==> src/rtl/jmpcall_pkg.sv <==
package jmpcall_pkg;

  typedef enum logic [5:0] {
    ST_FETCH = 6'b011111,
    ST_OPLO  = 6'b110111,
    ST_STKRD = 6'b111011,
    ST_PUSHH = 6'b111101,
    ST_PUSHL = 6'b111110,
    ST_OPHI  = 6'b101111
  } tstate_e;

  typedef enum logic [1:0] {
    ASRC_BUS   = 2'd0,
    ASRC_SP    = 2'd1,
    ASRC_LATCH = 2'd2
  } alu_src_e;

  typedef enum logic {
    AOP_PASS = 1'b0,
    AOP_DEC  = 1'b1
  } alu_op_e;

  typedef struct packed {
    logic     addrStack;
    logic     rnw;
    logic     sync;
    logic     pcInc;
    logic     pcLoadJmp;
    logic     pcLoadCall;
    logic     idlLoad;
    logic     aluLoad;
    alu_src_e aluSrc;
    alu_op_e  aluOp;
    logic     spFromBus;
    logic     spFromAlu;
    logic     outHigh;
  } ctrl_t;

endpackage

==> src/rtl/jmpcall_alu.sv <==
module jmpcall_alu
  import jmpcall_pkg::*;
#(
  parameter int DATA_W = 8
) (
  input  logic [DATA_W-1:0] opA,
  input  alu_op_e           op,
  output logic [DATA_W-1:0] result
);
  localparam logic [DATA_W-1:0] ONE = {{(DATA_W-1){1'b0}}, 1'b1};

  always_comb begin
    unique case (op)
      AOP_DEC: result = opA - ONE;
      default: result = opA;
    endcase
  end
endmodule

==> src/rtl/jmpcall_ctrl.sv <==
module jmpcall_ctrl
  import jmpcall_pkg::*;
#(
  parameter int              DATA_W  = 8,
  parameter logic [DATA_W-1:0] OPC_JMP = 8'h4C,
  parameter logic [DATA_W-1:0] OPC_JSR = 8'h20,
  parameter logic [DATA_W-1:0] OPC_NOP = 8'hEA
) (
  input  logic              clk,
  input  logic              rst,
  input  logic [DATA_W-1:0] dataIn,
  output ctrl_t             ctrl,
  output logic [5:0]        tstate
);
  tstate_e stateQ, stateD;
  logic [DATA_W-1:0] irQ;
  logic isJmp, isJsr;

  assign isJmp = (irQ == OPC_JMP);
  assign isJsr = (irQ == OPC_JSR);

  always_ff @(posedge clk) begin
    if (rst) begin
      stateQ <= ST_FETCH;
      irQ    <= OPC_NOP;
    end else begin
      stateQ <= stateD;
      if (stateQ == ST_FETCH) irQ <= dataIn;
    end
  end

  always_comb begin
    stateD = ST_FETCH;
    unique case (stateQ)
      ST_FETCH: stateD = ST_OPLO;
      ST_OPLO:  stateD = isJsr ? ST_STKRD : (isJmp ? ST_OPHI : ST_FETCH);
      ST_STKRD: stateD = ST_PUSHH;
      ST_PUSHH: stateD = ST_PUSHL;
      ST_PUSHL: stateD = ST_OPHI;
      ST_OPHI:  stateD = ST_FETCH;
      default:  stateD = ST_FETCH;
    endcase
  end

  always_comb begin
    ctrl = '0;
    ctrl.rnw    = 1'b1;
    ctrl.aluSrc = ASRC_BUS;
    ctrl.aluOp  = AOP_PASS;
    unique case (stateQ)
      ST_FETCH: begin
        ctrl.sync    = 1'b1;
        ctrl.pcInc   = 1'b1;
        ctrl.idlLoad = 1'b1;
      end
      ST_OPLO: begin
        ctrl.idlLoad = 1'b1;
        if (isJmp) begin
          ctrl.pcInc   = 1'b1;
          ctrl.aluLoad = 1'b1;
          ctrl.aluSrc  = ASRC_BUS;
        end else if (isJsr) begin
          ctrl.pcInc     = 1'b1;
          ctrl.spFromBus = 1'b1;
          ctrl.aluLoad   = 1'b1;
          ctrl.aluSrc    = ASRC_SP;
        end
      end
      ST_STKRD: begin
        ctrl.addrStack = 1'b1;
        ctrl.idlLoad   = 1'b1;
      end
      ST_PUSHH, ST_PUSHL: begin
        ctrl.addrStack = 1'b1;
        ctrl.rnw       = 1'b0;
        ctrl.outHigh   = (stateQ == ST_PUSHH);
        ctrl.aluLoad   = 1'b1;
        ctrl.aluSrc    = ASRC_LATCH;
        ctrl.aluOp     = AOP_DEC;
      end
      ST_OPHI: begin
        ctrl.idlLoad    = 1'b1;
        ctrl.pcLoadJmp  = isJmp;
        ctrl.pcLoadCall = isJsr;
        ctrl.spFromAlu  = isJsr;
      end
      default: ;
    endcase
  end

  assign tstate = stateQ;

  // a fetch is always a read
  p_fetch_reads_r2: assert property (@(posedge clk) disable iff (rst)
    ctrl.sync |-> ctrl.rnw);
  // high push is always followed by the low push
  p_push_order_r7: assert property (@(posedge clk) disable iff (rst)
    (stateQ == ST_PUSHH) |=> (stateQ == ST_PUSHL));
  // exactly one active-low state bit
  p_onehot_r9: assert property (@(posedge clk) disable iff (rst)
    $countones(~tstate) == 1);
  // non-branching opcodes return to fetch after one extra cycle
  p_short_op_r3: assert property (@(posedge clk) disable iff (rst)
    (stateQ == ST_OPLO && !isJmp && !isJsr) |=> (stateQ == ST_FETCH));
endmodule

==> src/rtl/jmpcall_dp.sv <==
module jmpcall_dp
  import jmpcall_pkg::*;
#(
  parameter int                DATA_W     = 8,
  parameter logic [DATA_W-1:0] STACK_PAGE = 8'h01,
  localparam int               ADDR_W     = 2 * DATA_W
) (
  input  logic              clk,
  input  logic              rst,
  input  ctrl_t             ctrl,
  input  logic [ADDR_W-1:0] resetPc,
  input  logic [DATA_W-1:0] resetSp,
  input  logic [DATA_W-1:0] dataIn,
  output logic [ADDR_W-1:0] addr,
  output logic [DATA_W-1:0] dataOut,
  output logic [ADDR_W-1:0] pcTap,
  output logic [DATA_W-1:0] spTap,
  output logic [DATA_W-1:0] idlTap,
  output logic [DATA_W-1:0] aluTap
);
  localparam logic [ADDR_W-1:0] PC_ONE = {{(ADDR_W-1){1'b0}}, 1'b1};

  logic [ADDR_W-1:0] pcQ;
  logic [DATA_W-1:0] spQ, idlQ, aluQ;
  logic [DATA_W-1:0] aluA, aluR;

  always_comb begin
    unique case (ctrl.aluSrc)
      ASRC_SP:    aluA = spQ;
      ASRC_LATCH: aluA = aluQ;
      default:    aluA = dataIn;
    endcase
  end

  jmpcall_alu #(.DATA_W(DATA_W)) u_alu (
    .opA   (aluA),
    .op    (ctrl.aluOp),
    .result(aluR)
  );

  always_ff @(posedge clk) begin
    if (rst) begin
      pcQ  <= resetPc;
      spQ  <= resetSp;
      idlQ <= '0;
      aluQ <= '0;
    end else begin
      if (ctrl.pcLoadJmp)       pcQ <= {dataIn, aluQ};
      else if (ctrl.pcLoadCall) pcQ <= {dataIn, spQ};
      else if (ctrl.pcInc)      pcQ <= pcQ + PC_ONE;
      if (ctrl.spFromBus)       spQ <= dataIn;
      else if (ctrl.spFromAlu)  spQ <= aluQ;
      if (ctrl.idlLoad)         idlQ <= dataIn;
      if (ctrl.aluLoad)         aluQ <= aluR;
    end
  end

  assign addr    = ctrl.addrStack ? {STACK_PAGE, aluQ} : pcQ;
  assign dataOut = ctrl.rnw ? '0 : (ctrl.outHigh ? pcQ[ADDR_W-1:DATA_W] : pcQ[DATA_W-1:0]);
  assign pcTap   = pcQ;
  assign spTap   = spQ;
  assign idlTap  = idlQ;
  assign aluTap  = aluQ;

  // writes only ever land in the stack page
  p_stack_page_r10: assert property (@(posedge clk) disable iff (rst)
    !ctrl.rnw |-> (addr[ADDR_W-1:DATA_W] == STACK_PAGE));
  // the second push goes one below the first, inside the page
  p_push_adjacent_r7: assert property (@(posedge clk) disable iff (rst)
    (!ctrl.rnw && $past(!ctrl.rnw)) |->
      (addr[DATA_W-1:0] == $past(addr[DATA_W-1:0]) - 1'b1));
  // parked target byte is not disturbed by the pushes
  p_sp_parked_r8: assert property (@(posedge clk) disable iff (rst)
    !ctrl.rnw |-> $stable(spQ));
  // pushes emit the program counter, which holds still during them
  p_pc_held_r7: assert property (@(posedge clk) disable iff (rst)
    (!ctrl.rnw && $past(!ctrl.rnw)) |-> $stable(pcQ));
endmodule

==> src/rtl/jmpcall_seq.sv <==
module jmpcall_seq
  import jmpcall_pkg::*;
#(
  parameter int                DATA_W     = 8,
  parameter logic [DATA_W-1:0] STACK_PAGE = 8'h01,
  parameter logic [DATA_W-1:0] OPC_JMP    = 8'h4C,
  parameter logic [DATA_W-1:0] OPC_JSR    = 8'h20,
  parameter logic [DATA_W-1:0] OPC_NOP    = 8'hEA,
  localparam int               ADDR_W     = 2 * DATA_W
) (
  input  logic              clk,
  input  logic              rst,
  input  logic [ADDR_W-1:0] resetPc,
  input  logic [DATA_W-1:0] resetSp,
  input  logic [DATA_W-1:0] dataIn,
  output logic [ADDR_W-1:0] addr,
  output logic [DATA_W-1:0] dataOut,
  output logic              rnw,
  output logic              sync,
  output logic [ADDR_W-1:0] pcTap,
  output logic [DATA_W-1:0] spTap,
  output logic [DATA_W-1:0] idlTap,
  output logic [DATA_W-1:0] aluTap,
  output logic [5:0]        tstate
);
  ctrl_t ctrl;

  jmpcall_ctrl #(
    .DATA_W (DATA_W),
    .OPC_JMP(OPC_JMP),
    .OPC_JSR(OPC_JSR),
    .OPC_NOP(OPC_NOP)
  ) u_ctrl (
    .clk   (clk),
    .rst   (rst),
    .dataIn(dataIn),
    .ctrl  (ctrl),
    .tstate(tstate)
  );

  jmpcall_dp #(
    .DATA_W    (DATA_W),
    .STACK_PAGE(STACK_PAGE)
  ) u_dp (
    .clk    (clk),
    .rst    (rst),
    .ctrl   (ctrl),
    .resetPc(resetPc),
    .resetSp(resetSp),
    .dataIn (dataIn),
    .addr   (addr),
    .dataOut(dataOut),
    .pcTap  (pcTap),
    .spTap  (spTap),
    .idlTap (idlTap),
    .aluTap (aluTap)
  );

  assign rnw  = ctrl.rnw;
  assign sync = ctrl.sync;
endmodule

==> config.mk <==
export PLATFORM = sky130hd
export DESIGN_NAME = jmpcall_seq
export DESIGN_NICKNAME = d
export VERILOG_FILES = /design/src/rtl/jmpcall_pkg.sv /design/src/rtl/jmpcall_alu.sv /design/src/rtl/jmpcall_ctrl.sv /design/src/rtl/jmpcall_dp.sv /design/src/rtl/jmpcall_seq.sv
export SDC_FILE = /design/constraint.sdc
export NUM_CORES = 1
export LEC_CHECK = 0
export BUFFER_PORTS_ARGS = -buffer_cell sky130_fd_sc_hd__buf_2
export CORE_MARGIN = 8
export CORE_UTILIZATION = 50
export CTS_CLUSTER_SIZE = 28
export DETAILED_ROUTE_END_ITERATION = 8
export GPL_ROUTABILITY_DRIVEN = 0
export GPL_TIMING_DRIVEN = 0
export PLACE_DENSITY = 0.78
export SYNTH_ARGS = -nofsm -noshare
export SYNTH_HDL_FRONTEND = slang
export SYNTH_HIERARCHICAL = 1
export SYNTH_SLANG_ARGS = --single-unit
export TNS_END_PERCENT = 30
==> constraint.sdc <==
create_clock -name clk -period 8.72 [get_ports clk]
set_clock_uncertainty 0.2 [all_clocks]
set_input_delay 1.744 -clock clk [delete_from_list [all_inputs] [get_ports clk]]
set_output_delay 1.744 -clock clk [all_outputs]
set_load 0.03 [all_outputs]
==> flow_summary.ini, run 1 <==
[clock_tree]
numClockSinks = 54
cts_buffer_depth = 2
path_clk_slew_ps = 110
root_buffer = clkbuf_8
numCtsBuffers = 5
cts_tree = built
insertion_delay_ps = 320
hold_buffers = 0
cts_setup_buffers = 0
cts_resized = 0
htree_num_levels = 2

[final_layout]
area_growth_pct = 20.47
diodes = 0
final_common_cell = buf_2
final_nets = 557
final_cell_area_um2 = 4380
layout_common_cells = 108 x buf_2, 64 x nand2_1, 47 x nor2_1
nFillCells = 669
drive_gt1_share_pct = 30.58

[setup_path]
worstSetupEndpointType = output port
cp.arrival_ps = 2820
cp.required_ps = 6780
critPathKind = flip-flop to output port
start_kind = flip-flop
worstPathMaxFanout = 10

[routing]
drtIter0Drc = 298
drc_errors = 0
wl_um = 11360
vias = 3515
firstDrtPassIters = 5
ant_nets = 0
viasPerCell = 5.679
wl_per_cell_um = 18.36

[yosys]
post_synth_num_cell_types = 54
async_reset_ff_share_pct = 0
ys_seq_elements = 54
syn_inst = 407
synth_warnings = 6
syn_area_per_cell_um2 = 8.934
ys_seq_area_share_pct = 36.34
syn-num-nets = 445
synth-edff-count = 24
synth-main-ff-cell = dfxtp_1
synth_area_um2 = 3636

[floorplan]
start_util_pct = 50.95
fp.dieH_um = 101.3
core-area_um2 = 7137
dieWidth_um = 101.3
die-area_um2 = 10260
io_pins = 106
rows = 31

[min_path]
hp-class = flip-flop to flip-flop

[place]
place_hpwl_um = 8592
place_area_um2 = 4285
io_buffers = 105
pre_cts_slack_ps = 4361

[global_route]
grt_pass1_wl_um = 17840
grt_max_degree = 20
grt_overflow = 0
grt.total_usage_pct = 21.93
grt_pass1_vias = 3399
antenna_found_initial = 0

[timing]
relSlewSlack_pct = 54.40
totalNegativeSetupSlack_ps = 0
drv_slew = 0
final.setup.worst_slack_ps = 3959
fin_crit_sh_pct = 54.60
rsz0062_at_grt = no
fin_crit_ps = 4761
finalHoldViolCount = 0
holdWs_ps = 299.5
tightest_slew_ps = 683.9
setup_viol = 0
fmax_mhz = 210.0

[power_and_ir_drop]
ir_worst_vdd_v = 0.0001360
p_per_area_nw_per_um2 = 219.6
p_leak_nw = 1.782

[job]
drv_cap = 0

[status]
status = completed
## power breakdown
part	internal (mW)	switching [mW]
combinational	0.152	0.279
sequential	0.319	0.0592
clock	0.0599	0.0931
## routing by layer
layer / share of wire (%) / wire length, µm / global-route usage (%)
met5: 0 / 0 / 0
met4: 2.1 / 236 / 6.987
met3: 11 / 1200 / 4.399
met2: 47 / 5289 / 35.88
met1: 41 / 4636 / 28.21
## per-stage QoR
stage	power, mW	cells	util (%)
6_report	0.9619	619	61.38
5_1_grt	1.014	619	61.38
4_1_cts	0.9636	619	61.38
3_5_place_dp	0.8117	611	60.05
3_3_place_gp	0.8004	611	60.05
2_1_floorplan	0.6897	407	-
## worst paths after layout
check                                      to  slack (ps)                        start  cells after the start
setup / recovery                      addr[4]        3960  u_ctrl/tstate[2]$_SDFF_PP1_                      8
setup reg to reg  u_dp/aluTap[4]$_SDFFE_PP0P_        4910  u_ctrl/tstate[5]$_SDFF_PP0_                     15
hold reg to reg    u_ctrl/irQ[1]$_SDFFE_PP1P_         300   u_ctrl/irQ[1]$_SDFFE_PP1P_                      2
hold / removal     u_ctrl/irQ[1]$_SDFFE_PP1P_         300   u_ctrl/irQ[1]$_SDFFE_PP1P_                      2
## critical path: stages, from the launching register on
cell and delay (ps):
dfxtp_1 350, buf_4 180, xnor2_1 140, a211oi_2 320, clkbuf_1 530, clkbuf_1 460, nand2_1 100, o21ai_0 150
buf_2 270
## state kept, by name, summed over array words and instances (netlist names)
name,cells
u_ctrl/irQ,8
u_dp/spTap,8
u_dp/idlTap,8
u_ctrl/tstate,6
u_dp/pcTap,16
u_dp/aluTap,8
## cells by family (layout without fill, tap and decap cells)
family	count (synthesis)	count (layout)	synth area share, %
AND/OR/NAND/NOR	166	166	24.50
multiplexers	52	52	14.56
AO/OA/AOI/OAI	66	66	12.42
buffers and inverters	43	156	5.506
flip-flops	54	54	36.34
XOR/XNOR	22	22	5.300
adder cells (fa/ha/maj)	4	4	1.377
## cell type report
class | instances | area, µm² | share of cell area (%)
Buffer | 31 | 155.1 | 3.542
Clock buffer | 5 | 68.82 | 1.571
Clock inverter | 3 | 26.28 | 0.5998
Inverter | 12 | 45.04 | 1.028
Multi-Input combinational cell | 310 | 2115 | 48.27
Sequential cell | 54 | 1321 | 30.16
Tap cell | 99 | 123.9 | 2.828
Timing Repair Buffer | 105 | 525.5 | 12.00
## synthesized netlist by cell type (8+ instances only)
cell type,n,area [µm²]
nand2_1,64,240.2
nor2_1,47,176.4
mux2i_1,45,450.4
dfxtp_1,30,600.6
o21ai_0,26,130.1
edfxtp_1,24,720.7
clkbuf_1,15,56.30
xnor2_1,15,131.4
inv_1,12,45.04
a21oi_1,11,55.05
a22oi_1,8,60.06
Note: power is estimated with default switching activity, not from simulation.
==> run 2, diff against run 1 <==
--- a/config.mk
+++ b/config.mk
@@ -5,9 +5,10 @@
 export SDC_FILE = /design/constraint.sdc
 export NUM_CORES = 1
 export LEC_CHECK = 0
+export ABC_AREA = 1
 export BUFFER_PORTS_ARGS = -buffer_cell sky130_fd_sc_hd__buf_2
 export CORE_MARGIN = 8
-export CORE_UTILIZATION = 50
+export CORE_UTILIZATION = 47
 export CTS_CLUSTER_SIZE = 28
 export DETAILED_ROUTE_END_ITERATION = 8
 export GPL_ROUTABILITY_DRIVEN = 0
==> constraint.sdc (replaced) <==
create_clock -name clk -period 3.81 [get_ports clk]
set_clock_uncertainty 0.2 [all_clocks]
set_input_delay 0.762 -clock clk [delete_from_list [all_inputs] [get_ports clk]]
set_output_delay 0.762 -clock clk [all_outputs]
set_load 0.03 [all_outputs]
==> flow_summary.ini, run 2 <==
[yosys]
post_synth_num_cell_types = 33
syn_area_per_cell_um2 = 6.701
ys_seq_area_share_pct = 37.13
netlist_top_cells_area = edfxtp_1 20%, dfxtp_1 17%, nand2_1 11%
synth_area_um2 = 3558
yosysMostFrequentCell = nand2_1
synth-main-ff-cell = dfxtp_1
syn-num-nets = 569
async_reset_ff_share_pct = 0
synth_commonest_cells = 109 x nand2_1, 107 x nor2_1, 68 x a21oi_1
synth_warnings = 6
yosys.area.top_type_share_pct = 20.25
ys_seq_elements = 54
syn_inst = 531
yosysTopAreaCell = edfxtp_1
synth-edff-count = 24

[setup_path]
worstSetupEndpointType = output port
cp.required_ps = 2850
cpMaxStageDelayCell = dfxtp_1
path_buf_inv = 3
ff2ff_setup_slack_ps = 450
worstPathMaxFanout = 10
crit_family = simple AND/OR/NAND/NOR gates
start_kind = flip-flop
cp_cell_sequence = nand2_2 > nor2_2 > nand2_2 > nand2_2 > inv_2 > nand2_1 > clkbuf_1 > nor2_1 > a21oi_1 > buf_2
slowest_delay_ps = 410
crit_top_cell = nand2_2
critPathKind = flip-flop to output port
cp.arrival_ps = 2440

[final_layout]
stdcell_count = 743
multi_input_area_um2 = 1923
ff_latch_area_um2 = 1321
diodes = 0
layout_common_cells = 110 x buf_2, 109 x nand2_1, 107 x nor2_1
drive_gt1_share_pct = 22.98
final_common_cell = buf_2
largest_register_ffs = 16
nFillCells = 749
area_growth_pct = 20.85
final_nets = 681

[floorplan]
core-area_um2 = 7292
rows = 31
fp.dieH_um = 103.0
dieWidth_um = 103.0
start_util_pct = 48.80
die-area_um2 = 10610
io_pins = 106

[power_and_ir_drop]
p_sw_share_pct = 42.11
pwr-share-comb_pct = 36.4
switchingPower_mw = 0.7286
p_leak_nw = 2.121
p_total_mw = 1.730
ir_worst_vdd_v = 0.0001993
p_seq_share_pct = 43.9
internal-power_mw = 1.002
clkPwrFrac_pct = 19.8
p_per_area_nw_per_um2 = 402.4

[timing]
final.setup.worst_slack_ps = 407.0
tightest_slew_ps = 710.6
drv_slew = 0
fin_crit_sh_pct = 89.32
fmax_mhz = 293.9
finalHoldViolCount = 0
totalNegativeSetupSlack_ps = 0
fin_crit_ps = 3403
relSlewSlack_pct = 52.51
setup_viol = 0
holdWs_ps = 295.4
rsz0062_at_grt = no

[global_route]
antenna_found_initial = 0
grt_pass1_wl_um = 19310
grt_pass1_vias = 3913
grt_max_degree = 19
grt_overflow = 0
grt.total_usage_pct = 22.93

[routing]
ant_nets = 0
drc_errors = 0
vias = 4092
viasPerCell = 5.507
drtIter0Drc = 367
wl_per_cell_um = 16.31
wl_um = 12120
firstDrtPassIters = 5

[clock_tree]
cts_setup_buffers = 0
cts_buffer_depth = 2
insertion_delay_ps = 320
htree_num_levels = 2
numClockSinks = 54
root_buffer = clkbuf_8
cts_resized = 0
numCtsBuffers = 5
cts_tree = built
path_clk_slew_ps = 110
hold_buffers = 0

[min_path]
hp-class = flip-flop to flip-flop

[status]
status = completed

[place]
place_hpwl_um = 9375
io_buffers = 105
pre_cts_slack_ps = 526.9
placed_cells = 735

[job]
drv_cap = 0
==> run 2: logic make-up after synthesis <==
group,Yosys count,synth area share (%)
XOR/XNOR,7,1.723
multiplexers,2,0.6329
buffers and inverters,80,8.826
flip-flops,54,37.13
adder cells (fa/ha/maj),4,1.407
AO/OA/AOI/OAI,116,17.72
AND/OR/NAND/NOR,268,32.56
==> run 2: final timing paths <==
kind	end	startpoint	cells past startpoint
worst max-delay path	addr[2]	u_ctrl/tstate[3]$_SDFF_PP1_	10
worst max register to register	u_dp/aluTap[6]$_SDFFE_PP0P_	u_ctrl/tstate[0]$_SDFF_PP1_	21
worst min-delay path	u_ctrl/irQ[1]$_SDFFE_PP1P_	u_ctrl/irQ[1]$_SDFFE_PP1P_	1
worst min register to register	u_ctrl/irQ[1]$_SDFFE_PP1P_	u_ctrl/irQ[1]$_SDFFE_PP1P_	1
==> run 2: worst register-to-register path, cell delays in order (launching register included) <==
cell      delay, ps
dfxtp_1         400
nand2_2         100
nor2_2          120
inv_2            70
nor2_4          140
inv_1            80
nor2_1          150
inv_1            60
ha_1            260
clkbuf_1        340
inv_1           250
nor2_1          140
a21oi_1          80
inv_1            90
ha_1            140
nand2_1          80
nor2_2          170
nand3_1          90
nand2_1          70
nand2_1          50
nor2_1          100
nor2_1           70
==> run 2: through the flow <==
step                      area, µm²  utilization [%]
after floorplan                3558                -
after global placement         4208            57.70
after detailed placement       4208            57.70
after CTS                      4300            58.97
after global routing           4300            58.97
final                          4300            58.97
==> run 2: final cells by class <==
cell class              count  area share (%)
flip-flops and latches     54           30.72
clock buffers               5           1.600
well taps                  99           2.880
repair buffers            105           12.22
plain buffers              22           2.240
multi-input cells         397           44.72
inverters                  58           5.063
clock inverters             3          0.5528
==> run 2: power groups by stage <==
stage	sequential (mW)	combinational, mW	clock, mW
after detailed placement	0.771	0.624	0
after global routing	0.772	0.683	0.374
after CTS	0.758	0.626	0.344
final	0.760	0.629	0.342
after global placement	0.768	0.611	0
after floorplan	0.863	0.335	0
==> run 2: routing by layer <==
layer	global-route usage (%)	vias to the layer above	wire [µm]
met5	0	-	0
met4	9.010	0	291
met3	3.646	22	1245
met2	37.07	248	5564
met1	29.79	1870	5021
li1	-	1952	-
==> run 3, diff against run 2 <==
--- a/config.mk
+++ b/config.mk
@@ -7,6 +7,7 @@
 export LEC_CHECK = 0
 export ABC_AREA = 1
 export BUFFER_PORTS_ARGS = -buffer_cell sky130_fd_sc_hd__buf_2
+export CORE_ASPECT_RATIO = 0.75
 export CORE_MARGIN = 8
 export CORE_UTILIZATION = 47
 export CTS_CLUSTER_SIZE = 28
==> flow_summary.ini, run 3 (same netlist as run 2, synthesis figures left out) <==
[status]
status = completed

[final_layout]
fin_util_pct = 58.92
drive_gt1_share_pct = 22.83
diodes = 0
final_common_cell = buf_2
final_nets = 681
layout_common_cells = 110 x buf_2, 109 x nand2_1, 107 x nor2_1
largest_register_ffs = 16
area_growth_pct = 21.38
stdcell_count = 745

[routing]
wl_um = 12280
met2RoutedLength_um = 5486
drtIter0Drc = 459
route.met3.wl_um = 1461
wl_per_cell_um = 16.48
ant_nets = 0
viasPerCell = 5.533
drc_errors = 0
highest_layer = met5
wl_met1_um = 5161
firstDrtPassIters = 5
vias = 4122

[global_route]
grt_max_degree = 17
antenna_found_initial = 1
grt.total_usage_pct = 23.17
grt_overflow = 0
grt_pass1_vias = 3964
grt_pass1_wl_um = 19590

[floorplan]
dieWidth_um = 116.5
fp.dieH_um = 91.36
start_util_pct = 48.54
core-area_um2 = 7331
die-area_um2 = 10640
rows = 27
io_pins = 106

[place]
placed_cells = 737
pre_cts_slack_ps = 593.5
io_buffers = 105
place_hpwl_um = 9582

[setup_path]
critPathKind = flip-flop to output port
worstSetupEndpointType = output port
worstPathMaxFanout = 10
cp.required_ps = 2850
cp.arrival_ps = 2440
start_kind = flip-flop

[clock_tree]
insertion_delay_ps = 320
cts_resized = 0
cts_tree = built
numCtsBuffers = 5
htree_num_levels = 2
cts_buffer_depth = 2
hold_buffers = 0
root_buffer = clkbuf_8
path_clk_slew_ps = 100
numClockSinks = 54
cts_setup_buffers = 0

[min_path]
hp-class = flip-flop to flip-flop

[timing]
fin_crit_sh_pct = 89.35
totalNegativeSetupSlack_ps = 0
tightest_slew_ps = 711.5
drv_slew = 0
final.setup.worst_slack_ps = 405.7
rsz0062_at_grt = no
fin_crit_ps = 3404
fmax_mhz = 293.7
setup_viol = 0
relSlewSlack_pct = 52.45
finalHoldViolCount = 0

[power_and_ir_drop]
ir_worst_vdd_v = 0.0002242
p_per_area_nw_per_um2 = 414.4
p_leak_nw = 2.128

[job]
drv_cap = 0
-- run 3: changes by cell type in the layout (fill, tap and decap cells not counted) --
| cell | before | now |
|---|---|---|
| clkbuf_1 | 10 | 11 |
| bufinv_16 | 0 | 1 |
| clkinv_4 | 1 | 0 |
| inv_6 | 1 | 0 |
-- run 3: stage by stage --
| stage | total power, mW | instance area [µm²] | hold WS [ps] |
|---|---|---|---|
| global route | 1.875 | 4319 | 323.1 |
| global placement | 1.380 | 4210 | 265.9 |
| CTS | 1.790 | 4319 | 297.7 |
| finish | 1.790 | 4319 | 301.4 |
| detailed placement | 1.396 | 4210 | 280.0 |
| floorplan | 1.198 | 3558 | 247.8 |
-- run 3: path summary, 6_finish.rpt --
kind / from / end / slack [ps] / depth (start not counted)
setup / recovery: u_ctrl/tstate[2]$_SDFF_PP1_ / addr[7] / 410 / 10
setup reg to reg: u_ctrl/tstate[0]$_SDFF_PP1_ / u_dp/aluTap[6]$_SDFFE_PP0P_ / 460 / 21
hold / removal: u_ctrl/irQ[0]$_SDFFE_PP0P_ / u_ctrl/irQ[0]$_SDFFE_PP0P_ / 300 / 2
hold reg to reg: u_ctrl/irQ[0]$_SDFFE_PP0P_ / u_ctrl/irQ[0]$_SDFFE_PP0P_ / 300 / 2
-- run 3: critical path, stage by stage, from the launching register on --
cell and delay (ps):
dfxtp_1 390, nand2_2 100, nor2_2 160, nand2_1 90, nand2_2 160, inv_2 110
nand2_1 270, clkbuf_1 390, nand2_1 100, o21ai_0 120, buf_2 250
-- run 3: cell type report --
class / instances / area [µm²]
repair buffers: 105 / 525.5
plain buffers: 22 / 96.34
clock inverters: 2 / 36.28
flip-flops and latches: 54 / 1321
fillers: 699 / 3012
well taps: 101 / 126.4
multi-input cells: 397 / 1923
clock buffers: 6 / 72.57
inverters: 58 / 217.7
-- run 3: routing by layer --
layer  track usage (%)  up-vias
met1             29.79     1872
li1                  -     1951
met2             37.11      271
met4             6.351        2
met3             6.415       26
met5                 0        -
-- run 3: report_power, final --
group	leakage (nW)	switching, mW	internal, mW
clock	0.0557	0.200	0.197
combinational	1.58	0.452	0.181
sequential	0.487	0.0734	0.687
